==> config.mk <==
export PLATFORM = sky130hd
export DESIGN_NAME = enclave_guard
export DESIGN_NICKNAME = d
export VERILOG_FILES = /design/src/rtl/eg_pkg.sv /design/src/rtl/eg_region_regs.sv /design/src/rtl/eg_match.sv /design/src/rtl/eg_viol_track.sv /design/src/rtl/eg_port_mux.sv /design/src/rtl/enclave_guard.sv
export SDC_FILE = /design/constraint.sdc
export NUM_CORES = 1
export LEC_CHECK = 0
export BUFFER_PORTS_ARGS = -buffer_cell sky130_fd_sc_hd__buf_2
export CORE_AREA = 2 2 99 101
export CTS_BUF_LIST = sky130_fd_sc_hd__clkbuf_4 sky130_fd_sc_hd__clkbuf_8 sky130_fd_sc_hd__clkbuf_16
export DETAILED_ROUTE_END_ITERATION = 10
export DIE_AREA = 0 0 101 103
export MAX_ROUTING_LAYER = met4
export PLACE_DENSITY = 0.67
export SYNTH_ARGS = -nofsm -noshare
export SYNTH_HDL_FRONTEND = slang
export SYNTH_SLANG_ARGS = --single-unit
==> constraint.sdc <==
create_clock -name clk -period 1.7 [get_ports clk]
set_input_delay 0.34 -clock clk [delete_from_list [all_inputs] [get_ports clk]]
set_output_delay 0.34 -clock clk [all_outputs]
set_load 0.1 [all_outputs]
==> src/rtl/eg_pkg.sv <==
package eg_pkg;

    typedef enum logic [0:0] {
        ST_OPEN   = 1'b0,
        ST_LOCKED = 1'b1
    } lock_state_t;

    typedef enum logic [1:0] {
        SEL_BASE = 2'd0,
        SEL_MASK = 2'd1,
        SEL_LOCK = 2'd2,
        SEL_NONE = 2'd3
    } cfg_sel_t;

endpackage

==> src/rtl/eg_region_regs.sv <==
module eg_region_regs
    import eg_pkg::*;
#(
    parameter int ADDR_W = 10
) (
    input  logic              clk,
    input  logic              rst_n,
    input  logic              cfg_we,
    input  logic [1:0]        cfg_sel,
    input  logic [ADDR_W-1:0] cfg_wdata,
    input  logic              enc_unlock,
    output logic              locked,
    output logic [ADDR_W-1:0] base,
    output logic [ADDR_W-1:0] mask
);

    lock_state_t       state_q, state_d;
    logic [ADDR_W-1:0] base_q, mask_q;
    logic              lock_cmd;
    logic              unlock_go;
    logic              bounds_we;

    // A lock request is a write to the lock target with bit 0 set.
    always_comb begin
        lock_cmd = cfg_we && (cfg_sel_t'(cfg_sel) == SEL_LOCK) && cfg_wdata[0];
    end

    // Next-state logic: T_LOCK and T_UNLOCK
    always_comb begin
        state_d = state_q;
        unique case (state_q)
            ST_OPEN:   if (lock_cmd)   state_d = ST_LOCKED;
            ST_LOCKED: if (enc_unlock) state_d = ST_OPEN;
            default:   state_d = ST_OPEN;
        endcase
    end

    // State register
    always_ff @(posedge clk) begin
        if (!rst_n) state_q <= ST_OPEN;
        else        state_q <= state_d;
    end

    // Output decode per state
    always_comb begin
        locked    = 1'b0;
        unlock_go = 1'b0;
        bounds_we = 1'b0;
        unique case (state_q)
            ST_OPEN: begin
                bounds_we = cfg_we;
            end
            ST_LOCKED: begin
                locked    = 1'b1;
                unlock_go = enc_unlock;
            end
            default: ;
        endcase
    end

    // Window bounds; frozen while locked, cleared on unlock.
    always_ff @(posedge clk) begin
        if (!rst_n) begin
            base_q <= '0;
            mask_q <= '0;
        end else if (unlock_go) begin
            base_q <= '0;
            mask_q <= '0;
        end else if (bounds_we) begin
            if (cfg_sel_t'(cfg_sel) == SEL_BASE) base_q <= cfg_wdata;
            if (cfg_sel_t'(cfg_sel) == SEL_MASK) mask_q <= cfg_wdata;
        end
    end

    assign base = base_q;
    assign mask = mask_q;

endmodule

==> src/rtl/eg_match.sv <==
module eg_match #(
    parameter int ADDR_W = 10
) (
    input  logic              locked,
    input  logic [ADDR_W-1:0] addr,
    input  logic [ADDR_W-1:0] base,
    input  logic [ADDR_W-1:0] mask,
    output logic              hit
);

    logic [ADDR_W-1:0] diff;

    // One XOR/AND per address bit, then a wide NOR.
    for (genvar i = 0; i < ADDR_W; i++) begin : g_bit
        assign diff[i] = (addr[i] ^ base[i]) & mask[i];
    end

    assign hit = locked && (diff == '0);

endmodule

==> src/rtl/eg_viol_track.sv <==
module eg_viol_track #(
    parameter int CNT_W = 8
) (
    input  logic             clk,
    input  logic             rst_n,
    input  logic             bad_write,
    output logic             flag,
    output logic [CNT_W-1:0] count
);

    localparam logic [CNT_W-1:0] CNT_MAX = {CNT_W{1'b1}};

    logic             flag_q;
    logic [CNT_W-1:0] count_q;

    always_ff @(posedge clk) begin
        if (!rst_n) begin
            flag_q  <= 1'b0;
            count_q <= '0;
        end else if (bad_write) begin
            flag_q <= 1'b1;
            if (count_q != CNT_MAX) count_q <= count_q + 1'b1;
        end
    end

    assign flag  = flag_q;
    assign count = count_q;

endmodule

==> src/rtl/eg_port_mux.sv <==
module eg_port_mux #(
    parameter int ADDR_W = 10,
    parameter int DATA_W = 32
) (
    input  logic              clk,
    input  logic              rst_n,
    input  logic              h_req_valid,
    input  logic              h_req_write,
    input  logic [ADDR_W-1:0] h_req_addr,
    input  logic [DATA_W-1:0] h_req_wdata,
    input  logic              h_hit,
    output logic              h_req_ready,
    output logic              h_acc,
    output logic              h_block,
    output logic              h_rsp_valid,
    output logic              h_rsp_null,
    output logic [DATA_W-1:0] h_rsp_rdata,
    input  logic              e_req_valid,
    input  logic              e_req_write,
    input  logic [ADDR_W-1:0] e_req_addr,
    input  logic [DATA_W-1:0] e_req_wdata,
    output logic              e_rsp_valid,
    output logic [DATA_W-1:0] e_rsp_rdata,
    output logic              mem_en,
    output logic              mem_we,
    output logic [ADDR_W-1:0] mem_addr,
    output logic [DATA_W-1:0] mem_wdata,
    input  logic [DATA_W-1:0] mem_rdata
);

    logic h_pass;
    logic h_vld_q, h_null_q, h_rd_q;
    logic e_vld_q, e_rd_q;

    // Enclave owns the bank whenever it asks.
    assign h_req_ready = !e_req_valid;
    assign h_acc       = h_req_valid && h_req_ready;
    assign h_block     = h_acc && h_hit;
    assign h_pass      = h_acc && !h_hit;

    always_comb begin
        mem_en    = 1'b0;
        mem_we    = 1'b0;
        mem_addr  = '0;
        mem_wdata = '0;
        if (e_req_valid) begin
            mem_en    = 1'b1;
            mem_we    = e_req_write;
            mem_addr  = e_req_addr;
            mem_wdata = e_req_wdata;
        end else if (h_pass) begin
            mem_en    = 1'b1;
            mem_we    = h_req_write;
            mem_addr  = h_req_addr;
            mem_wdata = h_req_wdata;
        end
    end

    // Fixed one-cycle response stage for both ports.
    always_ff @(posedge clk) begin
        if (!rst_n) begin
            h_vld_q  <= 1'b0;
            h_null_q <= 1'b0;
            h_rd_q   <= 1'b0;
            e_vld_q  <= 1'b0;
            e_rd_q   <= 1'b0;
        end else begin
            h_vld_q  <= h_acc;
            h_null_q <= h_block;
            h_rd_q   <= h_acc && !h_req_write;
            e_vld_q  <= e_req_valid;
            e_rd_q   <= e_req_valid && !e_req_write;
        end
    end

    assign h_rsp_valid = h_vld_q;
    assign h_rsp_null  = h_vld_q && h_null_q;
    assign h_rsp_rdata = (h_vld_q && h_rd_q && !h_null_q) ? mem_rdata : '0;
    assign e_rsp_valid = e_vld_q;
    assign e_rsp_rdata = (e_vld_q && e_rd_q) ? mem_rdata : '0;

endmodule

==> src/rtl/enclave_guard.sv <==
module enclave_guard #(
    parameter int ADDR_W = 10,
    parameter int DATA_W = 32,
    parameter int CNT_W  = 8
) (
    input  logic              clk,
    input  logic              rst_n,
    input  logic              cfg_we,
    input  logic [1:0]        cfg_sel,
    input  logic [ADDR_W-1:0] cfg_wdata,
    input  logic              enc_unlock,
    input  logic              h_req_valid,
    output logic              h_req_ready,
    input  logic              h_req_write,
    input  logic [ADDR_W-1:0] h_req_addr,
    input  logic [DATA_W-1:0] h_req_wdata,
    output logic              h_rsp_valid,
    output logic              h_rsp_null,
    output logic [DATA_W-1:0] h_rsp_rdata,
    input  logic              e_req_valid,
    input  logic              e_req_write,
    input  logic [ADDR_W-1:0] e_req_addr,
    input  logic [DATA_W-1:0] e_req_wdata,
    output logic              e_rsp_valid,
    output logic [DATA_W-1:0] e_rsp_rdata,
    output logic              mem_en,
    output logic              mem_we,
    output logic [ADDR_W-1:0] mem_addr,
    output logic [DATA_W-1:0] mem_wdata,
    input  logic [DATA_W-1:0] mem_rdata,
    output logic              region_locked,
    output logic              viol_flag,
    output logic [CNT_W-1:0]  viol_count
);

    logic              locked;
    logic [ADDR_W-1:0] base, mask;
    logic              h_hit;
    logic              h_acc;
    logic              h_block;
    logic              bad_write;

    eg_region_regs #(.ADDR_W(ADDR_W)) u_regs (
        .clk        (clk),
        .rst_n      (rst_n),
        .cfg_we     (cfg_we),
        .cfg_sel    (cfg_sel),
        .cfg_wdata  (cfg_wdata),
        .enc_unlock (enc_unlock),
        .locked     (locked),
        .base       (base),
        .mask       (mask)
    );

    eg_match #(.ADDR_W(ADDR_W)) u_match (
        .locked (locked),
        .addr   (h_req_addr),
        .base   (base),
        .mask   (mask),
        .hit    (h_hit)
    );

    eg_port_mux #(.ADDR_W(ADDR_W), .DATA_W(DATA_W)) u_mux (
        .clk         (clk),
        .rst_n       (rst_n),
        .h_req_valid (h_req_valid),
        .h_req_write (h_req_write),
        .h_req_addr  (h_req_addr),
        .h_req_wdata (h_req_wdata),
        .h_hit       (h_hit),
        .h_req_ready (h_req_ready),
        .h_acc       (h_acc),
        .h_block     (h_block),
        .h_rsp_valid (h_rsp_valid),
        .h_rsp_null  (h_rsp_null),
        .h_rsp_rdata (h_rsp_rdata),
        .e_req_valid (e_req_valid),
        .e_req_write (e_req_write),
        .e_req_addr  (e_req_addr),
        .e_req_wdata (e_req_wdata),
        .e_rsp_valid (e_rsp_valid),
        .e_rsp_rdata (e_rsp_rdata),
        .mem_en      (mem_en),
        .mem_we      (mem_we),
        .mem_addr    (mem_addr),
        .mem_wdata   (mem_wdata),
        .mem_rdata   (mem_rdata)
    );

    assign bad_write = h_block && h_req_write;

    eg_viol_track #(.CNT_W(CNT_W)) u_viol (
        .clk       (clk),
        .rst_n     (rst_n),
        .bad_write (bad_write),
        .flag      (viol_flag),
        .count     (viol_count)
    );

    assign region_locked = locked;

endmodule

Yosys cells after proc, flatten, opt, wreduce, memory -nomap -nowiden
Index checks and enable logic that the tools add are counted.
{ "op_classes": {"add_sub_neg": 1, "n_mul": 0, "n_div": 0, "magnitude_cmp": 0, "eq_ne": 3, "n_shift": 0, "n_mux": 16, "bitwise_logic": 22, "n_reduce_logical": 24} }
{ "ops": {"columns": ["cell", "count"], "rows": [
  ["32-bit two-way mux", 4],
  ["10-bit two-way mux", 2],
  ["1-bit logical AND", 13],
  ["1-bit AND", 10],
  ["10-bit logical NOT", 1],
  ["1-bit bitwise XOR", 10],
  ["1-bit two-way mux", 9],
  ["8-bit by 1-bit adder with 8-bit output (second input constant)", 1],
  ["8-bit != test (second input constant)", 1],
  ["2-bit AND reduction", 3],
  ["1-bit logical NOT", 5],
  ["2-bit by 1-bit == test with 1-bit output (second input constant)", 1],
  ["2-bit == test (second input constant)", 1],
  ["2-bit logical NOT", 1],
  ["1-bit NOT", 2],
  ["1-bit case mux with 2 select lines", 1],
  ["2-bit OR reduction", 1]
]} }
{ "totals": {"regBits": 35, "latchBits": 0, "ram_bits": 0, "romBits": 0, "input_bits": 136, "out_inout_bits": 122, "word_cells": 76, "n_memories": 0} }

Depth between registers and ports, before layout
Gate-level depths: netlist (run 1).
{ "depth": {"ltp_word": 8, "depth_mapped": 7, "depth_no_buf": 5} }

Cells and area by module
Synthesis (run 1) repeated with hierarchy kept, for this count alone.
{ "unflattened": {"hier_cells": 392, "hier_area_um2": 2711.4} }
{ "by_module_without_submodules": {"columns": ["module", "instances", "cells_each", "area_per_inst_um2", "seq_area_each_um2"], "rows": [
  ["eg_port_mux", 1, 232, 1350.0, 100.1],
  ["eg_region_regs", 1, 95, 789.5, 420.4],
  ["eg_viol_track", 1, 46, 427.9, 180.2],
  ["eg_match", 1, 18, 137.6, 0.0],
  ["enclave_guard", 1, 1, 6.3, 0.0]
]} }

Least setup slack after synthesis (run 1)
OpenSTA, ideal clock, no wires.
{ "synth_timing": {"path_kind": "register -> output", "start": "reg u_regs.state_q", "end": "out mem_we", "arrival_time_ps": 2398, "required_time_ps": 1360, "setup_slack_ps": -1038, "path_stages_with_launch": 6, "path_buffers": 1, "cell_sequence": "dfxtp_1 a21boi_0 nand4_1 buf_2 or2_2 a32o_1"} }
{ "synth_via": {"elab_chain_cells": 6} }
{ "synth_rtl": {"columns": ["item", "line_no", "text"], "rows": [
  ["start, declared", "eg_region_regs.sv:17", "lock_state_t state_q, state_d;"],
  ["start signal, assigned", "eg_region_regs.sv:41", "else state_q <= state_d;"],
  ["1-bit two-way mux", "eg_region_regs.sv:49", "unique case (state_q)"],
  ["1-bit logical AND", "eg_match.sv:18", "assign hit = locked && (diff == '0);"],
  ["1-bit logical NOT", "eg_port_mux.sv:39", "assign h_pass = h_acc && !h_hit;"],
  ["1-bit logical AND", "eg_port_mux.sv:39", null],
  ["1-bit two-way mux", "eg_port_mux.sv:51", "end else if (h_pass) begin"],
  ["1-bit two-way mux", "eg_port_mux.sv:46", "if (e_req_valid) begin"],
  ["end, declared", "enclave_guard.sv:27", "output logic mem_we,"]
]} }
Every way passes these cells.

Worst setup path in the final report (run 1)
{ "layout_timing": {"start": "reg u_regs.base_q[6], in the netlist u_regs.base[6]", "end": "out mem_wdata[27]"} }
{ "layout_via": {"elab_chain_cells": 8} }
{ "layout_rtl": {"columns": ["item", "line_no", "text"], "rows": [
  ["start, declared", "eg_region_regs.sv:18", "logic [ADDR_W-1:0] base_q, mask_q;"],
  ["start signal, assigned", "eg_region_regs.sv:70", "if (cfg_sel_t'(cfg_sel) == SEL_BASE) base_q <= cfg_wdata;"],
  ["1-bit bitwise XOR", "eg_match.sv:15", "assign diff[i] = (addr[i] ^ base[i]) & mask[i];"],
  ["1-bit AND", "eg_match.sv:15", null],
  ["10-bit logical NOT", "eg_match.sv:18", null],
  ["1-bit logical AND", "eg_match.sv:18", null],
  ["1-bit logical NOT", "eg_port_mux.sv:39", null],
  ["1-bit logical AND", "eg_port_mux.sv:39", null],
  ["32-bit two-way mux", "eg_port_mux.sv:51", null],
  ["32-bit two-way mux", "eg_port_mux.sv:46", null],
  ["end, declared", "enclave_guard.sv:29", "output logic [DATA_W-1:0] mem_wdata,"]
]} }
Every way passes these cells.

==> qor.yml, run 1 <==
run_status:
  run_status: "finished with violations"
  violations: "setup timing"
critical_path:
  crit_family: "compound AO/OA/AOI/OAI gates"
  critical_path_required_ns: 1.36
  cp.arrival_ns: 2.06
  worst-path-buf-inv: 2
  crit_chain: "xor2_1 -> a22oi_1 -> nand4_1 -> o21a_4 -> clkbuf_16 -> a22o_4 -> buf_12"
  cp_slowest_cell: "dfxtp_2"
  worstSetupStartpointType: "register"
  cp_max_fo: 10
  worst_setup_path_end_kind: "primary output"
  critPathKind: "reg2out"
  max_stage_delay_ns: 0.33
synthesis:
  synth_top_area_share: 0.287
  syn_area_mm2: 0.00244
  syn_inst: 324
  synthTopCellsByArea: "dfxtp_1, a22o_1, and2_1, and3_1, nand2_1"
  yosys_warnings: 0
  ys_seq_elements: 35
  synthArstFlopShare: 0
  avgSynthCellArea_um2: 7.55
  yosys.area.top_type: "dfxtp_1"
  synth_edf_count: 0
  ys_types: 35
  syn_nets: 461
  yosys_most_used_dff: "dfxtp_1"
  seq_area_frac_synth: 0.287
power_and_ir_drop:
  pwr-share-seq: 0.259
  switching_power_mw: 1.43
  ir_drop_v: 0.000556
  powerDensity_mw_per_mm2: 486
  internal_power_mw: 1.86
  leakagePower_nw: 3.12
  p_comb_frac: 0.556
  clock_power_share: 0.185
  total_power_mw: 3.29
  switching_share: 0.435
timing:
  drv_slew: 0
  slew_headroom: 0.659
  finalSetupTns_ns: -31.51
  finClkSkew_ns: 0.0114
  finalSetupViolCount: 76
  setup_slack_ns: -0.698
  fmax_ghz: 0.417
  tightest_slew_ns: 0.515
  hold_viol: 0
  rsz0062_at_grt: "true"
  finalCriticalPeriod_ns: 2.40
  min_period_over_period: 1.41
clocking:
  htree_levels: 2
  clock_sinks: 35
  clockRootBuffer: "clkbuf_8"
  cts_buffers: 5
  clk_latency_ns: 0.29
  clk_pin_slew_ns: 0.08
  cts_tree: "yes"
  holdBufCountCts: 0
  clockBufferDepth: 2
routing:
  via_per_inst: 5.02
  drc: 0
  postRouteAntennaNets: 0
  drt_iter0_markers: 129
  dr.pass1.iters: 4
  drt-wirelength-per-cell_um: 20.3
  drt-total-wl_um: 14700
  num_vias: 3653
finish:
  syn2layout_area_growth_pct: 177
  final_cell_count_no_fill: 727
  antennaDiodeCount: 0
  final_area_mm2: 0.00678
  layout-drive-gt1-share: 0.755
  fill_cells: 629
  layout.nets: 749
grt:
  grt_pass1_vias: 3835
  grt_first_pass_wirelength_um: 20600
  grt_remaining_overflow: 0
  grt_use_total: 0.266
  grt_start_max_net_pins: 43
  antenna_found_initial: 0
placement:
  place_ws_ns: -0.640
  dp_cells: 704
  place.gp.congestion: 0.828
  place_area_mm2: 0.00564
  portBuffers: 257
  place_hpwl_um: 10300
floorplan:
  fp-row-count: 36
  die_y_um: 103
  chipWidth_um: 101
  core_region_area_mm2: 0.00946
  initial_core_util: 0.258
  ios: 258
  die_area_mm2: 0.0104
job:
  cap_violations: 0
worst_hold_path:
  hp-class: "in2reg"
## area by class of cell
cell class / instances / area (um^2) / share of cell area
clock buffers: 6 / 76.3 / 0.0113
clock inverters: 2 / 11.3 / 0.00166
inverters: 5 / 18.8 / 0.00277
multi-input cells: 257 / 2300 / 0.340
flip-flops and latches: 35 / 744 / 0.110
well taps: 114 / 143 / 0.0210
repair buffers: 308 / 3480 / 0.513
## per-layer routing
layer | up-vias | global-route usage | routed length, um
met5 | - | - | 0
met4 | 0 | 0.0509 | 204
met3 | 18 | 0.0692 | 1090
met2 | 170 | 0.481 | 7910
met1 | 1718 | 0.299 | 5530
li1 | 1747 | - | -
## through the flow
stage	hold WS [ns]	utilization
6_report	0.242	0.717
5_1_grt	0.248	0.717
4_1_cts	0.236	0.702
3_5_place_dp	0.443	0.597
3_3_place_gp	0.451	0.597
2_1_floorplan	0.411	-
## worst reg2reg max path: cells and delay by family, from the launching register on
family          cells  cell delay (ns)
buf+inv             3             0.45
compound gates      2             0.31
xor+xnor            1             0.16
simple gates        2             0.66
flops               1             0.33
## power groups by stage
| stage | clock [mW] | combinational [mW] | sequential (mW) |
|---|---|---|---|
| 2_1_floorplan | 0 | 1.02 | 0.881 |
| 3_3_place_gp | 0 | 1.43 | 0.868 |
| 3_5_place_dp | 0 | 1.45 | 0.869 |
| 4_1_cts | 0.615 | 1.77 | 0.851 |
| 5_1_grt | 0.649 | 1.89 | 0.856 |
| 6_report | 0.608 | 1.83 | 0.853 |
## final timing paths
check,startpoint,endpoint,slack [ns],cells after the start
min,e_req_write,u_mux.e_rd_q$_SDFF_PN0_,0.24,2
max reg2reg,u_regs.base[6]$_SDFFE_PP0P_,u_viol.count[0]$_SDFFE_PN0P_,-0.29,8
min reg2reg,u_regs.base[8]$_SDFFE_PP0P_,u_regs.base[8]$_SDFFE_PP0P_,0.47,2
max,u_regs.base[6]$_SDFFE_PP0P_,mem_wdata[27],-0.70,7
## sequential cells by signal (all words and copies together), names as in the netlist
name and flops:
u_regs.mask 10, u_viol.flag 1, u_mux.e_rsp_valid 1, u_mux.h_rd_q 1, u_regs.state_q 1, u_regs.base 10
u_viol.count 8, u_mux.h_rsp_valid 1, u_mux.e_rd_q 1, u_mux.h_null_q 1
## synth_stat cells (all sizes together) (2+ instances only)
| cell type | n |
|---|---|
| clkbuf | 21 |
| nor2 | 7 |
| and4 | 2 |
| nand2 | 53 |
| buf | 6 |
| xor2 | 10 |
| and2 | 34 |
| a22oi | 7 |
| a21boi | 2 |
| dfxtp | 35 |
| nand2b | 3 |
| nor2b | 2 |
| o31ai | 3 |
| nand4b | 2 |
| inv | 5 |
| and3 | 34 |
| nor3 | 2 |
| nand3 | 8 |
| nor4 | 3 |
| a22o | 43 |
| a21oi | 24 |
| o41ai | 2 |
| mux2i | 4 |
## cells by family after synthesis
family / after synthesis / share of synthesized area
xor gates and xnor gates: 10 / 0.0358
muxes: 5 / 0.0210
adders and majority gates: 1 / 0.00512
and+or+nand+nor: 154 / 0.333
DFF: 35 / 0.287
AOI/OAI and AO/OA: 87 / 0.267
buffers and inverters: 32 / 0.0522
## layout by cell type (no fill, tap or decap), drive strengths merged, types with 2 or more instances in the layout
master,count
nor3,2
a21oi,24
nand4b,2
a22o,43
nand2b,3
inv,6
a21boi,2
mux2i,4
xor2,10
nor4,3
o31ai,3
nor2b,2
nor2,7
and4,2
nand2,53
dfxtp,35
buf,304
and3,34
a22oi,7
and2,34
o41ai,2
clkbuf,10
nand3,8
## timing repair
item,CTS,global route
resized for setup,190,21
setup buffers,6,5
pin swaps,26,21
cloned,4,3
endpoints found under the setup margin,94,86
Note: power is estimated with default switching activity, not from simulation.
==> inputs of run 2 (changes only) <==
Settings changed: PLACE_DENSITY 0.67 to default, PLACE_DENSITY_LB_ADDON from default to 0.08, SETUP_SLACK_MARGIN from default to 0.4.
==> run 2 against run 1 <==
  * The run still ends with setup timing left
  * Sequential cell count unchanged
  * Clock power is 40% higher
  * Final cell count increased by 2.5%
  * First-iteration DRC count down 24%
  * Core utilization grew 7.1 points
  * Via count increased by 5.1%
  * Largest cell class unchanged
==> qor.yml, run 2 (synthesis results as in run 1) <==
worst_hold_path:
  hp-class: "in2reg"
  min_from: "e_req_write"
  min_path_cells: 2  # unchanged
  holdPathEnd: "u_mux.e_rd_q$_SDFF_PN0_"
floorplan:
  initial_core_util: 0.258  # unchanged
  die_y_um: 103  # unchanged
  fp-row-count: 36  # unchanged
  chipWidth_um: 101  # unchanged
  core_region_area_mm2: 0.00946  # unchanged
  ios: 258  # unchanged
  die_area_mm2: 0.0104  # unchanged
finish:
  layout.nets: 767  # +2.4%
  layout-drive-gt1-share: 0.781  # +0.0260
  antennaDiodeCount: 0  # unchanged
  layout_commonest_cell: "buf_2"
  layout_common_cells: "buf_2, buf_12, nand2_1"
  syn2layout_area_growth_pct: 205
  final_area_mm2: 0.00745  # +9.9%
  final_cell_count_no_fill: 745  # +2.5%
clocking:
  clockBufferDepth: 2  # unchanged
  clockRootBuffer: "clkbuf_8"
  clk_latency_ns: 0.30  # about the same
  cts_buffers: 5  # unchanged
  clock_sinks: 35  # unchanged
  clk_pin_slew_ns: 0.08  # about the same
  holdBufCountCts: 0  # unchanged
  cts_tree: "yes"
  htree_levels: 2  # unchanged
critical_path:
  cp_max_fo: 3  # -7
  cp_slowest_cell: "dfxtp_2"
  worst_setup_path_end_kind: "primary output"
  critical_path_required_ns: 1.36  # about the same
  timing.rr.end: "u_viol.count[0]$_SDFFE_PN0P_"
  r2r_start: "u_regs.base[6]$_SDFFE_PP0P_"
  worst-path-buf-inv: 2  # unchanged
  worstSetupStartpointType: "register"
  critPathKind: "reg2out"
  crit_chain: "xor2_2 -> a22oi_2 -> nand4_1 -> buf_4 -> or2_4 -> a32o_4 -> buf_12"
  rr_worst_depth: 9  # +1
  max_stage_delay_ns: 0.34  # about the same
  cp.arrival_ns: 2.07  # about the same
  crit_family: "compound AO/OA/AOI/OAI gates"
  ff2ff_setup_slack_ns: -0.41  # -0.12 ns
job:
  cap_violations: 0  # unchanged
timing:
  tightest_slew_ns: 0.340  # -0.175 ns
  finClkSkew_ns: 0.0140  # +0.00264 ns
  min_period_over_period: 1.42  # +0.00676
  fmax_ghz: 0.415  # -0.48%
  finalSetupViolCount: 84  # +11%
  finalCriticalPeriod_ns: 2.41  # +0.0115 ns
  drv_slew: 0  # unchanged
  rsz0062_at_grt: "true"
  slew_headroom: 0.773  # +0.114
  setup_slack_ns: -0.709  # -0.0115 ns
  hold_viol: 0  # unchanged
routing:
  num_vias: 3840  # +5.1%
  drc: 0  # unchanged
  drt_iter0_markers: 98  # -24%
  drt-total-wl_um: 16100  # +9.2%
  postRouteAntennaNets: 0  # unchanged
  dr.pass1.iters: 4  # unchanged
  via_per_inst: 5.15  # +2.6%
  drt-wirelength-per-cell_um: 21.6  # +6.5%
run_status:
  violations: "setup timing"
  run_status: "finished with violations"
grt:
  antenna_found_initial: 0  # unchanged
  grt_first_pass_wirelength_um: 21400  # +3.9%
  grt_pass1_vias: 4004  # +4.4%
  grt_use_total: 0.275  # +0.00905
  grt_remaining_overflow: 0  # unchanged
  grt_start_max_net_pins: 22  # -49%
placement:
  place.gp.congestion: 0.806  # -2.7%
  dp_cells: 705  # +0.14%
  place_hpwl_um: 10000  # -2.7%
  place_area_mm2: 0.00584  # +3.5%
  portBuffers: 257  # unchanged
power_and_ir_drop:
  ir_drop_v: 0.000569  # +2.4%
  leakagePower_nw: 3.28  # +5.0%
  powerDensity_mw_per_mm2: 492  # +1.2%
run 2: routing by layer:
metal | vias to the layer above | GRT usage | share of wire
li1 | 1782 | - | -
met2 | 205 | 0.517 | 0.56
met1 | 1825 | 0.304 | 0.36
met5 | - | - | 0
met3 | 28 | 0.0488 | 0.066
met4 | 0 | 0.0593 | 0.020
run 2: what timing repair did:
item,CTS,global route
pin swaps,19,26
gates resized for setup,227,43
gates cloned,8,9
setup endpoints to repair,152,138
setup buffers,10,5
run 2: cell type report:
class	instances	area (um^2)
inverters	5	22.5
clock inverters	2	36.3
well taps	114	143
multi-input cells	259	2490
flip-flops and latches	35	749
repair buffers	324	3910
fillers	600	2010
clock buffers	6	93.8
run 2: report_power, final:
part           leakage [nW]  total, mW  internal [mW]  switching (mW)
clock                0.0669      0.853          0.527           0.326
sequential            0.295      0.843          0.826          0.0177
combinational          2.92       1.97          0.808            1.16
run 2: per-stage QoR:
step                      hold slack (ns)   util  setup TNS [ns]  power (mW)  worst slack (ns)
after CTS                           0.229  0.748          -31.75        3.56            -0.694
final                               0.240  0.787          -33.10        3.66            -0.709
after floorplan                     0.412      -          -13.25        1.93            -0.309
after global routing                0.236  0.787          -37.89        3.76            -0.780
after global placement              0.455  0.617          -26.38        2.32            -0.588
after detailed placement            0.462  0.617          -28.34        2.34            -0.634
run 2: how the worst max path moves through the flow:
stage / start / to / slack (ns) / depth (start not counted)
4_1_cts: u_regs.base[5]$_SDFFE_PP0P_ / mem_wdata[31] / -0.69 / 7
5_1_grt: u_regs.base[6]$_SDFFE_PP0P_ / mem_we / -0.78 / 7
2_1_floorplan: u_regs.state_q$_SDFF_PN0_ / mem_addr[0] / -0.31 / 6
3_3_place_gp: h_req_addr[6] / mem_wdata[10] / -0.59 / 8
3_5_place_dp: h_req_addr[6] / mem_wdata[27] / -0.63 / 8
6_report: u_regs.base[6]$_SDFFE_PP0P_ / mem_we / -0.71 / 7
